[src/rtl/sc_pin_pkg.sv]
package sc_pin_pkg;

  localparam int CTL_W = 5;
  localparam int TX_W  = 6;

  localparam int ADDR_CTL = 0;
  localparam int ADDR_TX  = 1;
  localparam int ADDR_RX  = 2;

  localparam int BIT_PRESENT = 10;
  localparam int BIT_IO_BUF  = 9;
  localparam int BIT_IO_OE   = 8;
  localparam int BIT_CLK     = 7;
  localparam int BIT_CLK_BUF = 6;
  localparam int BIT_CLK_OE  = 5;
  localparam int BIT_RX_CLK  = 1;
  localparam int BIT_RX_IO   = 0;

  // activation control word, bit 0 first from the bottom
  typedef struct packed {
    logic fcb;
    logic rst_rel;
    logic data_en;
    logic clk_en;
    logic power;
  } ctl_t;

  // synchronous override word
  typedef struct packed {
    logic ov_fcb;
    logic ov_rst;
    logic ov_data_buf;
    logic ov_clk_buf;
    logic ov_io;
    logic ov_clk;
  } tx_t;

  // sequencer pin requests
  typedef struct packed {
    logic clk_buf_en;
    logic io_buf_en;
    logic io_low;
    logic clk;
    logic rst_n;
    logic vcc;
  } seq_t;

  // registered pin state
  typedef struct packed {
    logic clk_oe_n;
    logic clk_buf_en_n;
    logic io_buf_en_n;
    logic io_oe_n;
    logic fcb;
    logic clk;
    logic rst_n;
    logic vcc;
  } pins_t;

  localparam pins_t PINS_RESET = '{
    clk_oe_n:     1'b1,
    clk_buf_en_n: 1'b1,
    io_buf_en_n:  1'b1,
    io_oe_n:      1'b0,
    fcb:          1'b0,
    clk:          1'b0,
    rst_n:        1'b0,
    vcc:          1'b0
  };

endpackage

[src/rtl/sc_pin_rst_sync.sv]
module sc_pin_rst_sync #(
  parameter int STAGES = 2
) (
  input  logic clk,
  input  logic rst_n,
  output logic rst_sync_n
);

  logic [STAGES-1:0] chain_q;
  logic [STAGES-1:0] chain_d;

  always_comb begin
    chain_d = {chain_q[STAGES-2:0], 1'b1};
  end

  always_ff @(posedge clk or negedge rst_n) begin
    if (!rst_n) begin
      chain_q <= '0;
    end else begin
      chain_q <= chain_d;
    end
  end

  assign rst_sync_n = chain_q[STAGES-1];

endmodule

[src/rtl/sc_pin_sync.sv]
module sc_pin_sync #(
  parameter int WIDTH  = 3,
  parameter int STAGES = 2
) (
  input  logic             clk,
  input  logic             rst_n,
  input  logic [WIDTH-1:0] din,
  output logic [WIDTH-1:0] dout
);

  for (genvar b = 0; b < WIDTH; b++) begin : g_bit
    logic [STAGES-1:0] stage_q;
    logic [STAGES-1:0] stage_d;

    always_comb begin
      stage_d = {stage_q[STAGES-2:0], din[b]};
    end

    always_ff @(posedge clk or negedge rst_n) begin
      if (!rst_n) begin
        stage_q <= '0;
      end else begin
        stage_q <= stage_d;
      end
    end

    assign dout[b] = stage_q[STAGES-1];
  end

endmodule

[src/rtl/sc_pin_regs.sv]
module sc_pin_regs
  import sc_pin_pkg::*;
#(
  parameter int DATA_W = 16,
  parameter int ADDR_W = 2
) (
  input  logic              clk,
  input  logic              rst_n,
  input  logic              wr_en,
  input  logic [ADDR_W-1:0] addr,
  input  logic [DATA_W-1:0] wdata,
  input  logic              deact_busy,
  input  pins_t             pins_q,
  input  logic              card_present,
  input  logic              rx_clk,
  input  logic              rx_io,
  output logic [DATA_W-1:0] rdata,
  output ctl_t              ctl_q,
  output tx_t               tx_q
);

  localparam logic [ADDR_W-1:0] A_CTL = ADDR_W'(ADDR_CTL);
  localparam logic [ADDR_W-1:0] A_TX  = ADDR_W'(ADDR_TX);
  localparam logic [ADDR_W-1:0] A_RX  = ADDR_W'(ADDR_RX);

  ctl_t ctl_d;
  tx_t  tx_d;
  logic ctl_en;
  logic tx_en;
  logic unused_wdata_hi;

  assign unused_wdata_hi = ^wdata[DATA_W-1:TX_W];

  // deactivation blocks the activation register write strobe
  always_comb begin
    ctl_en = wr_en && (addr == A_CTL) && !deact_busy;
    tx_en  = wr_en && (addr == A_TX);
    ctl_d  = ctl_t'(wdata[CTL_W-1:0]);
    tx_d   = tx_t'(wdata[TX_W-1:0]);
  end

  always_ff @(posedge clk or negedge rst_n) begin
    if (!rst_n) begin
      ctl_q <= '0;
    end else if (ctl_en) begin
      ctl_q <= ctl_d;
    end
  end

  always_ff @(posedge clk or negedge rst_n) begin
    if (!rst_n) begin
      tx_q <= '0;
    end else if (tx_en) begin
      tx_q <= tx_d;
    end
  end

  always_comb begin
    rdata = '0;
    unique case (addr)
      A_CTL: begin
        rdata[CTL_W-1:0]   = ctl_q;
        rdata[BIT_PRESENT] = card_present;
        rdata[BIT_IO_BUF]  = pins_q.io_buf_en_n;
        rdata[BIT_IO_OE]   = pins_q.io_oe_n;
        rdata[BIT_CLK]     = pins_q.clk;
        rdata[BIT_CLK_BUF] = pins_q.clk_buf_en_n;
        rdata[BIT_CLK_OE]  = pins_q.clk_oe_n;
      end
      A_TX: begin
        rdata[TX_W-1:0] = tx_q;
      end
      A_RX: begin
        rdata[BIT_RX_CLK] = rx_clk;
        rdata[BIT_RX_IO]  = rx_io;
      end
      default: rdata = '0;
    endcase
  end

endmodule

[src/rtl/sc_pin_drive.sv]
module sc_pin_drive
  import sc_pin_pkg::*;
(
  input  logic  clk,
  input  logic  rst_n,
  input  logic  sync_mode,
  input  logic  deact_busy,
  input  seq_t  seq,
  input  ctl_t  ctl,
  input  tx_t   tx,
  output pins_t pins_q
);

  pins_t pins_d;
  logic  vcc_d;
  logic  rst_n_d;
  logic  clk_d;
  logic  fcb_d;
  logic  io_low_d;
  logic  io_buf_d;
  logic  clk_buf_d;

  // source selection: deactivation over sync override over sequencer
  always_comb begin
    if (deact_busy) begin
      vcc_d     = seq.vcc;
      rst_n_d   = seq.rst_n;
      clk_d     = seq.clk;
      fcb_d     = 1'b0;
      io_low_d  = seq.io_low;
      io_buf_d  = seq.io_buf_en;
      clk_buf_d = seq.clk_buf_en;
    end else if (sync_mode) begin
      vcc_d     = ctl.power | seq.vcc;
      rst_n_d   = tx.ov_rst;
      clk_d     = tx.ov_clk;
      fcb_d     = tx.ov_fcb;
      io_low_d  = ~tx.ov_io;
      io_buf_d  = tx.ov_data_buf;
      clk_buf_d = tx.ov_clk_buf;
    end else begin
      vcc_d     = ctl.power | seq.vcc;
      rst_n_d   = ctl.rst_rel | seq.rst_n;
      clk_d     = seq.clk & ctl.clk_en;
      fcb_d     = ctl.fcb;
      io_low_d  = seq.io_low | ~ctl.data_en;
      io_buf_d  = seq.io_buf_en;
      clk_buf_d = seq.clk_buf_en;
    end
  end

  always_comb begin
    pins_d.vcc          = vcc_d;
    pins_d.rst_n        = rst_n_d;
    pins_d.clk          = clk_d;
    pins_d.fcb          = fcb_d;
    pins_d.io_oe_n      = ~io_low_d;
    pins_d.io_buf_en_n  = ~io_buf_d;
    pins_d.clk_buf_en_n = ~clk_buf_d;
    pins_d.clk_oe_n     = ~(clk_buf_d & vcc_d);
  end

  always_ff @(posedge clk or negedge rst_n) begin
    if (!rst_n) begin
      pins_q <= PINS_RESET;
    end else begin
      pins_q <= pins_d;
    end
  end

endmodule

[src/rtl/sc_pin_ctrl.sv]
module sc_pin_ctrl
  import sc_pin_pkg::*;
#(
  parameter int DATA_W      = 16,
  parameter int ADDR_W      = 2,
  parameter int SYNC_STAGES = 2
) (
  input  logic              clk,
  input  logic              rst_n,
  input  logic              reg_wr,
  input  logic [ADDR_W-1:0] reg_addr,
  input  logic [DATA_W-1:0] reg_wdata,
  output logic [DATA_W-1:0] reg_rdata,
  input  logic              sync_mode,
  input  logic              deact_busy,
  input  logic              card_detect,
  input  logic              seq_vcc,
  input  logic              seq_rst_n,
  input  logic              seq_clk,
  input  logic              seq_io_low,
  input  logic              seq_io_buf_en,
  input  logic              seq_clk_buf_en,
  input  logic              pad_clk_in,
  input  logic              pad_io_in,
  output logic              card_vcc,
  output logic              card_rst_n,
  output logic              card_clk,
  output logic              card_fcb,
  output logic              card_io_oe_n,
  output logic              io_buf_en_n,
  output logic              clk_buf_en_n,
  output logic              clk_oe_n
);

  localparam int RAW_W = 3;

  logic             rst_sync_n;
  logic [RAW_W-1:0] raw_in;
  logic [RAW_W-1:0] raw_sync;
  ctl_t             ctl_word;
  tx_t              tx_word;
  seq_t             seq_req;
  pins_t            pins_q;

  sc_pin_rst_sync #(.STAGES(SYNC_STAGES)) u_rst_sync (
    .clk        (clk),
    .rst_n      (rst_n),
    .rst_sync_n (rst_sync_n)
  );

  assign raw_in = {card_detect, pad_clk_in, pad_io_in};

  sc_pin_sync #(.WIDTH(RAW_W), .STAGES(SYNC_STAGES)) u_raw_sync (
    .clk   (clk),
    .rst_n (rst_sync_n),
    .din   (raw_in),
    .dout  (raw_sync)
  );

  sc_pin_regs #(.DATA_W(DATA_W), .ADDR_W(ADDR_W)) u_regs (
    .clk          (clk),
    .rst_n        (rst_sync_n),
    .wr_en        (reg_wr),
    .addr         (reg_addr),
    .wdata        (reg_wdata),
    .deact_busy   (deact_busy),
    .pins_q       (pins_q),
    .card_present (raw_sync[2]),
    .rx_clk       (raw_sync[1]),
    .rx_io        (raw_sync[0]),
    .rdata        (reg_rdata),
    .ctl_q        (ctl_word),
    .tx_q         (tx_word)
  );

  always_comb begin
    seq_req.vcc        = seq_vcc;
    seq_req.rst_n      = seq_rst_n;
    seq_req.clk        = seq_clk;
    seq_req.io_low     = seq_io_low;
    seq_req.io_buf_en  = seq_io_buf_en;
    seq_req.clk_buf_en = seq_clk_buf_en;
  end

  sc_pin_drive u_drive (
    .clk        (clk),
    .rst_n      (rst_sync_n),
    .sync_mode  (sync_mode),
    .deact_busy (deact_busy),
    .seq        (seq_req),
    .ctl        (ctl_word),
    .tx         (tx_word),
    .pins_q     (pins_q)
  );

  assign card_vcc     = pins_q.vcc;
  assign card_rst_n   = pins_q.rst_n;
  assign card_clk     = pins_q.clk;
  assign card_fcb     = pins_q.fcb;
  assign card_io_oe_n = pins_q.io_oe_n;
  assign io_buf_en_n  = pins_q.io_buf_en_n;
  assign clk_buf_en_n = pins_q.clk_buf_en_n;
  assign clk_oe_n     = pins_q.clk_oe_n;

endmodule

[config.mk]
export PLATFORM = sky130hd
export DESIGN_NAME = sc_pin_ctrl
export DESIGN_NICKNAME = d
export VERILOG_FILES = /design/src/rtl/sc_pin_pkg.sv /design/src/rtl/sc_pin_rst_sync.sv /design/src/rtl/sc_pin_sync.sv /design/src/rtl/sc_pin_regs.sv /design/src/rtl/sc_pin_drive.sv /design/src/rtl/sc_pin_ctrl.sv
export SDC_FILE = /design/constraint.sdc
export NUM_CORES = 1
export LEC_CHECK = 0
export CAP_MARGIN = 25
export CELL_PAD_IN_SITES_DETAIL_PLACEMENT = 1
export CELL_PAD_IN_SITES_GLOBAL_PLACEMENT = 2
export CORE_ASPECT_RATIO = 2
export CORE_MARGIN = 1.5
export CORE_UTILIZATION = 22
export DETAILED_ROUTE_END_ITERATION = 16
export PLACE_DENSITY = 0.8
export SKIP_CTS_REPAIR_TIMING = 1
export SLEW_MARGIN = 20
export SYNTH_ARGS = -nofsm -noshare
export SYNTH_HDL_FRONTEND = slang
export SYNTH_SLANG_ARGS = --single-unit
[constraint.sdc]
create_clock -name clk -period 0.87 [get_ports clk]
set_clock_uncertainty 0.15 [all_clocks]
set_input_delay 0.087 -clock clk [delete_from_list [all_inputs] [get_ports clk]]
set_output_delay 0.087 -clock clk [all_outputs]
set_load 0.01 [all_outputs]
; ---- Word level (Yosys, flattened, before mapping)
; Cells that the tools add are included.
[word_totals]
regBits = 27
input_bits = 32
output_inout_bits = 24
word_cells = 57
[op_classes]
eq_ne = 2
n_mux = 16
bitwise = 11
n_reduce_logical = 5
[op_table]
columns = operator, n
row1 = $mux W1, 13
row2 = $pmux W4 S2, 1
row3 = $not A1 Y1, 6
row4 = $pmux W2 S3, 1
row5 = $mux W5, 1
row6 = $logic_and A1 B1 Y1, 3
row7 = $or A1 B1 Y1, 3
row8 = $and A1 B1 Y1, 2
row9 = $eq A2 B1 Y1 const B, 1
row10 = $eq A2 B2 Y1 const B, 1
row11 = $logic_not A2 Y1, 1
row12 = $logic_not A1 Y1, 1

; ---- Logic depth before layout (Yosys ltp)
; Gate-level depths: netlist of the first run.
[depth]
depth_word = 5
depth_mapped = 5
mapped_depth_nobuf = 3

; ---- Cells and area by module
; From an unflattened synthesis of the first run, not the netlist that was laid out.
[hier_totals]
cells_unflattened = 93
area_unflattened_um2 = 1219.9
[modules_own_cells]
columns = mod, instances, cells_per_inst, area_each_um2, seq_area_each_um2
row1 = sc_pin_regs, 1, 51, 628.1, 275.3
row2 = sc_pin_drive, 1, 30, 365.4, 203.9
row3 = sc_pin_sync, 1, 9, 172.7, 150.1
row4 = sc_pin_rst_sync, 1, 3, 53.8, 50.0

; ---- Worst setup path after synthesis of the first run
; Ideal clock, no wire load.
[synth_path]
path_kind = in2reg
start = input port reg_addr[0]
end = register u_regs.ctl_q[0] (netlist name)
setup_time_ps = 125
arrival_ps = 911
required_ps = 595
slack_ps = -316
path_stages = 5
n_path_buf = 2
path_cell_list = buf_6 nor2_4 and3_4 buf_6 mux2_4
[synth_between]
elab_chain_len = 3
[synth_rtl]
columns = element, line_no
row1 = "start, declared", sc_pin_ctrl.sv:11  ; input logic [ADDR_W-1:0] reg_addr,
row2 = $logic_not A2 Y1, sc_pin_regs.sv:36  ; ctl_en = wr_en && (addr == A_CTL) && !deact_busy;
row3 = $logic_and A1 B1 Y1 (2 in series), sc_pin_regs.sv:36
row4 = "end signal, assigned", sc_pin_regs.sv:46  ; ctl_q <= ctl_d;
row5 = "end, declared", sc_pin_regs.sv:18  ; output ctl_t ctl_q,
; No other way between the ends.
; A chain may end at the register's enable or synchronous reset.

; ---- Worst setup path after layout of the first run
[layout_path]
start = register u_drive.pins_q[7] (netlist name)
end = output port reg_rdata[5]
[layout_between]
elab_chain_len = 1
[layout_rtl]
columns = element, line_no
row1 = $pmux W4 S2, sc_pin_regs.sv:60  ; unique case (addr)
row2 = "end, declared", sc_pin_ctrl.sv:13  ; output logic [DATA_W-1:0] reg_rdata,
; No other way between the ends.

==> impl_metrics.csv, run 1 <==
group,metric,value,unit
die,dieHeight,107,µm
critical_path,cp_top_family,"flip-flops",
critical_path,worst-setup-path-type,"flip-flop to primary output",
power_and_ir_drop,vdd_ir_drop_max,0.891,mV
sta,max_freq,697,MHz
layout,drive_gt1_share,52.7,%
yosys,ys_seq_area_share,56.6,%
critical_path,critPathMaxFanout,2,
yosys,synthFlopType,"dfrtp_1",
yosys,syn-cell-area,1200,µm²
sta,grt_setup_unrepaired,"true",
clocking,clock_sinks,27,
clocking,cts_tree,"built",
grt,grt_pass1_vias,1073,
placed_design,dp_hpwl,2.77,mm
die,core_area,5180,µm²
power_and_ir_drop,powerDensity,1650,nW/µm²
drt,vias_per_cell,4.23,
die,dieWidth,55.3,µm
placed_design,place_ws,-1000,ps
sta,whs,-41.4,ps
die,initial_core_util,23.2,%
run_status,outcome,"complete, but fails checks",
drt,dr.pass1.iters,4,
run_status,violations,"hold timing, setup timing",
yosys,ys_warn_count,0,
yosys,syn_area_per_cell,13.2,µm²
grt,grt_max_degree,15,
yosys,synth_largest_area_cell,"dfrtp_1",
yosys,netlist_top_cells_area,"dfrtp_1, mux2i_1, dfstp_2",
sta,tns,-9780,ps
clocking,clockBufferDepth,2,
sta,finalHoldViolCount,4,
sta,setup_viol,37,
layout,diodes,0,
critical_path,critPathBufInv,1,
clocking,htreeDepth,1,
worst_hold_path,hp-class,"flip-flop to async pin",
critical_path,path_cells,"mux2i_1, nor2_1, buf_2",
layout,final_cell_mix,"buf_6, dfrtp_1, buf_4, clkdlybuf4s50_1, mux2_4",
grt,track_usage,12.1,%
yosys,synth_cells,91,
power_and_ir_drop,fin_total_pwr,3.39,mW
drt,vias,961,
layout,final_common_cell,"buf_6",
placed_design,routabilityCongestion,0.826,
drt,post-route-drc-count,0,
drt,wl_per_cell,15.9,µm
clocking,insertion_delay,280,ps
placed_design,port_buffers,40,
clocking,cts_root_buf,"clkbuf_8",
yosys,synth_edf_count,0,
critical_path,worstPathArrival,1200,ps
die,io_pins,56,
power_and_ir_drop,power_leakage,1.04,nW
yosys,synth-async-reset-ratio,100,%
grt,antenna_found_initial,0,
layout,area.growth.synth_to_final,71.2,%
grt,grt-ovfl-total,0,
critical_path,required,630,ps
yosys,synth_cell_types,24,
yosys,yosys.area.top_type_share,50.0,%
drt,dr.first_iter.drc_count,9,
drt,drtAntennaViolNets,0,
critical_path,cp_slowest_cell,"dfstp_2",
die,dieArea,5940,µm²
drt,drt_wl_total,3.61,mm
critical_path,end_kind,"primary output",
flow_run,maxCapViolations,0,
clocking,cts-buffers-inserted,3,
layout,final_nets,202,
yosys,ys_ff_latch,27,
critical_path,setup.worst_path.start_class,"flip-flop",
sta,slew_viol_final,0,
die,rows,37,
layout,fillers,596,
grt,grt_pass1_wl,5.38,mm
critical_path,cpPeakStageDelay,550,ps
clocking,clkTransAtPathRegs,80,ps
sta,post-route-period-util,165,%
sta,final.setup.worst_slack,-566,ps
sta,fin_crit,1440,ps
-- layer usage --
metal / track usage (%) / wire (µm) / up-vias
met5: 0 / 0 / -
met3: 1.56 / 137 / 5
met1: 11.2 / 1200 / 477
met2: 24.3 / 2180 / 30
li1: - / - / 449
met4: 6.79 / 90 / 0
-- where the power goes --
part           leakage (nW)  switching (mW)  internal (mW)
logic                 0.701           0.400          0.736
registers             0.315           0.121           1.43
clock network        0.0228           0.375          0.329
total                  1.04           0.896           2.50
-- area by class of cell --
cell class | instances | area (µm²) | area share [%]
well taps | 58 | 72.6 | 3.53
repair buffers | 78 | 748 | 36.4
clock buffers | 4 | 45.0 | 2.19
inverters | 3 | 11.3 | 0.547
flip-flops and latches | 27 | 681 | 33.1
multi-input cells | 57 | 499 | 24.3
-- cells in the mapped netlist, types with 3 or more instances --
cell and instances:
buf_4 5, and2_2 5, mux2i_1 9, mux2_4 5, dfrtp_1 24, mux2_2 6, dfstp_2 3, inv_1 3
buf_6 3, nor2_1 8
-- flip-flops by register name, indices dropped and copies added (netlist names) --
signal / flops
u_drive.pins_q: 8
u_raw_sync.g_bit.stage_q: 6
u_regs.tx_q: 6
u_regs.ctl_q: 5
u_rst_sync.chain_q: 2
-- per-stage QoR --
step / util, % / cell area (µm²) / instances / hold slack [ps]
floorplan: - / 1260 / 95 / -359
global placement: 36.3 / 1880 / 213 / -52.3
detailed placement: 36.3 / 1880 / 213 / -47.3
CTS: 37.2 / 1930 / 217 / -173
global route: 39.7 / 2060 / 227 / -29.2
finish: 39.7 / 2060 / 227 / -41.4
-- path summary, 6_finish.rpt --
path / startpoint / to / slack [ps] / cells after the start
min reg2reg: u_rst_sync.chain_q[1]$_DFF_PN0_ / u_raw_sync.g_bit[2].stage_q[0]$_DFF_PN0_ / -40 / 0
max reg2reg: u_regs.tx_q[5]$_DFFE_PN0P_ / u_regs.tx_q[5]$_DFFE_PN0P_ / -300 / 3
max: u_drive.pins_q[7]$_DFF_PN1_ / reg_rdata[5] / -570 / 3
min in group clk: deact_busy / u_drive.pins_q[3]$_DFF_PN0_ / 40 / 3
min: u_rst_sync.chain_q[1]$_DFF_PN0_ / u_raw_sync.g_bit[2].stage_q[0]$_DFF_PN0_ / -40 / 0
max in group asynchronous: rst_n / u_rst_sync.chain_q[1]$_DFF_PN0_ / 40 / 2
-- cells by family (layout without fill, tap and decap cells) --
kind of cell | Yosys count | in the layout | synth area share [%]
other | 2 | 6 | 0.625
buffers and inverters | 11 | 85 | 6.88
flip-flops | 27 | 27 | 56.6
AO/OA/AOI/OAI | 10 | 10 | 5.52
multiplexers | 20 | 20 | 19.4
AND/OR/NAND/NOR | 21 | 21 | 11.0
Note: power is estimated with default switching activity, not from simulation.
==> run 2: changes to the inputs <==
ABC_AREA = 1   (was unset)
CORE_UTILIZATION = 20   (was 22)
PLACE_DENSITY = 0.82   (was 0.8)
==> impl_metrics.csv, run 2 <==
group,metric,value,unit
clocking,insertion_delay,260,ps
clocking,cts_root_buf,"clkbuf_16",
grt,grt_max_degree,20,
clocking,clkTransAtPathRegs,70,ps
yosys,synth_top_family_by_area,"simple AND/OR/NAND/NOR gates",
die,dieArea,6590,µm²
yosys,synthFlopType,"dfrtp_1",
run_status,violations,"DRC, setup timing",
yosys,synth-async-reset-ratio,100,%
yosys,synthTopCellsByCount,"nand2_1, dfrtp_1, nand3_1, inv_1, nor2_1",
drt,dr.first_iter.drc_count,14,
yosys,synthAdderAreaFrac,0,%
grt,track_usage,11.5,%
sta,final.setup.worst_slack,-379,ps
yosys,synth_xor_area_share,0,%
grt,grt_pass1_wl,5.55,mm
yosys,synth_largest_area_cell,"dfrtp_1",
sta,grt_setup_unrepaired,"true",
yosys,ys_ff_latch,27,
worst_hold_path,hp-class,"input port to flip-flop",
yosys,syn-cell-area,1220,µm²
critical_path,critPathBufInv,2,
placed_design,port_buffers,40,
die,io_pins,56,
critical_path,worstPathArrival,1010,ps
drt,wl_per_cell,12.6,µm
grt,antenna_found_initial,0,
sta,slew_viol_final,0,
placed_design,routabilityCongestion,0.734,
grt,grt-ovfl-total,0,
clocking,cts-buffers-inserted,3,
layout,area.growth.synth_to_final,71.8,%
drt,drtAntennaViolNets,0,
layout,final_nets,249,
critical_path,cpPeakStageDelay,540,ps
die,dieHeight,113,µm
placed_design,dp_hpwl,2.81,mm
die,core_area,5960,µm²
clocking,htreeDepth,1,
power_and_ir_drop,fin_total_pwr,3.54,mW
worst_hold_path,whs_endpoint,"u_regs.tx_q[3]$_DFFE_PN0P_",
placed_design,dp.cells,270,
critical_path,r2r_end,"u_drive.pins_q[4]$_DFF_PN0_",
layout,final_cells,279,
worst_hold_path,hold_depth,3,
yosys,synth_cells,146,
power_and_ir_drop,power_leakage,1.09,nW
power_and_ir_drop,powerDensity,1690,nW/µm²
run_status,outcome,"complete, but fails checks",
yosys,synthMuxAreaShare,0,%
yosys,yosysMostFrequentCell,"nand2_1",
worst_hold_path,hp-start,"reg_wr",
critical_path,critPathMaxFanout,2,
yosys,ys_warn_count,0,
layout,final_util,35.1,%
sta,finalHoldViolCount,0,
yosys,synth_compound_area_share,0.822,%
drt,vias,1141,
sta,setup_viol,33,
layout,diodes,0,
drt,vias_per_cell,4.09,
clocking,clockBufferDepth,2,
critical_path,worst-setup-path-type,"flip-flop to primary output",
critical_path,end_kind,"primary output",
critical_path,required,630,ps
critical_path,r2r_setup_slack,-140,ps
power_and_ir_drop,vdd_ir_drop_max,0.617,mV
sta,post-route-period-util,144,%
sta,max_freq,801,MHz
sta,tns,-5560,ps
layout,largest_reg_flops,8,
layout,drive_gt1_share,45.8,%
sta,whs,33.7,ps
yosys,yosys.area.top_type_share,49.3,%
critical_path,path_cells,"inv_2, nor2_4, buf_6",
die,initial_core_util,20.4,%
yosys,ys_seq_area_share,55.8,%
yosys,netlist_top_cells_area,"dfrtp_1, nand2_1, nand3_1",
drt,dr.pass1.iters,11,
yosys,synth_cell_types,13,
drt,drt_wl_total,3.51,mm
drt,post-route-drc-count,5,
layout,registers.top_by_ff_count,"u_drive.pins_q",
clocking,cts_tree,"built",
critical_path,cp_top_family,"flip-flops",
yosys,syn_area_per_cell,8.34,µm²
grt,grt_pass1_vias,1230,
critical_path,r2r_start,"u_regs.ctl_q[2]$_DFFE_PN0P_",
critical_path,worstRegToRegCells,5,
die,dieWidth,58.2,µm
sta,fin_crit,1250,ps
flow_run,maxCapViolations,0,
critical_path,setup.worst_path.start_class,"flip-flop",
clocking,clock_sinks,27,
layout,final_common_cell,"nand2_1",
layout,final_cell_mix,"nand2_1, nand2_2, dfrtp_1, buf_6",
critical_path,cp_slowest_cell,"dfstp_2",
layout,top_regs,"u_drive.pins_q: 8 flops, u_raw_sync.g_bit.stage_q: 6 flops, u_regs.tx_q: 6 flops",
die,rows,40,
yosys,synth_simple_gate_area_share,31.3,%
yosys,synth_edf_count,0,
-- run 2: cell count changes in the layout (fill, tap and decap cells not counted), sizes merged, moves of 2 or more --
cell and change:
and2 -5, o22ai -2, a21o -2, inv +14
nand2 +57, mux2 -11, buf -8, a21oi -2
mux2i -9, nand3 +18, nor2 +2
-- run 2: layer usage --
layer	up-vias	GRT usage, %	wire [µm]
li1	570	-	-
met1	540	9.93	1090
met2	26	23.2	2230
met3	5	1.14	92
met4	0	6.98	103
met5	-	0	0
-- run 2: power breakdown --
part           total [mW]  switching [mW]  internal (mW)
clock network        1.04           0.415          0.627
registers            1.50          0.0914           1.41
logic               0.999           0.444          0.554
-- run 2: worst register-to-register path: stages (launching register included) --
cell	delay, ps
dfrtp_1	400
buf_6	130
nand2_1	50
nand3_1	70
nand2_1	70
inv_1	40
-- run 2: worst max-delay path by stage --
| stage | from | end | depth (start not counted) |
|---|---|---|---|
| floorplan | u_drive.pins_q[6]$_DFF_PN1_ | reg_rdata[6] | 2 |
| global placement | reg_addr[1] | reg_rdata[10] | 5 |
| detailed placement | reg_addr[1] | reg_rdata[10] | 5 |
| CTS | reg_addr[1] | reg_rdata[10] | 5 |
| global route | u_drive.pins_q[6]$_DFF_PN1_ | reg_rdata[6] | 3 |
| finish | u_drive.pins_q[5]$_DFF_PN1_ | reg_rdata[9] | 3 |
-- run 2: metrics by stage --
step | worst slack [ps] | instance area, µm²
6_report | -379 | 2090
3_3_place_gp | -1030 | 1880
5_1_grt | -417 | 2090
2_1_floorplan | -64.1 | 1250
4_1_cts | -1050 | 1960
3_5_place_dp | -1050 | 1880
-- run 2: logic make-up after synthesis --
family / Yosys count
AO/OA/AOI/OAI: 2
buffers and inverters: 26
flip-flops: 27
other: 2
AND/OR/NAND/NOR: 89
-- run 2: layout make-up --
cell class / count / area (µm²)
Multi-Input combinational cell: 97 / 519
Timing Repair Buffer: 70 / 661
Inverter: 18 / 73.8
Sequential cell: 27 / 681
Fill cell: 704 / 3860
Tap cell: 63 / 78.8
Clock buffer: 4 / 78.8
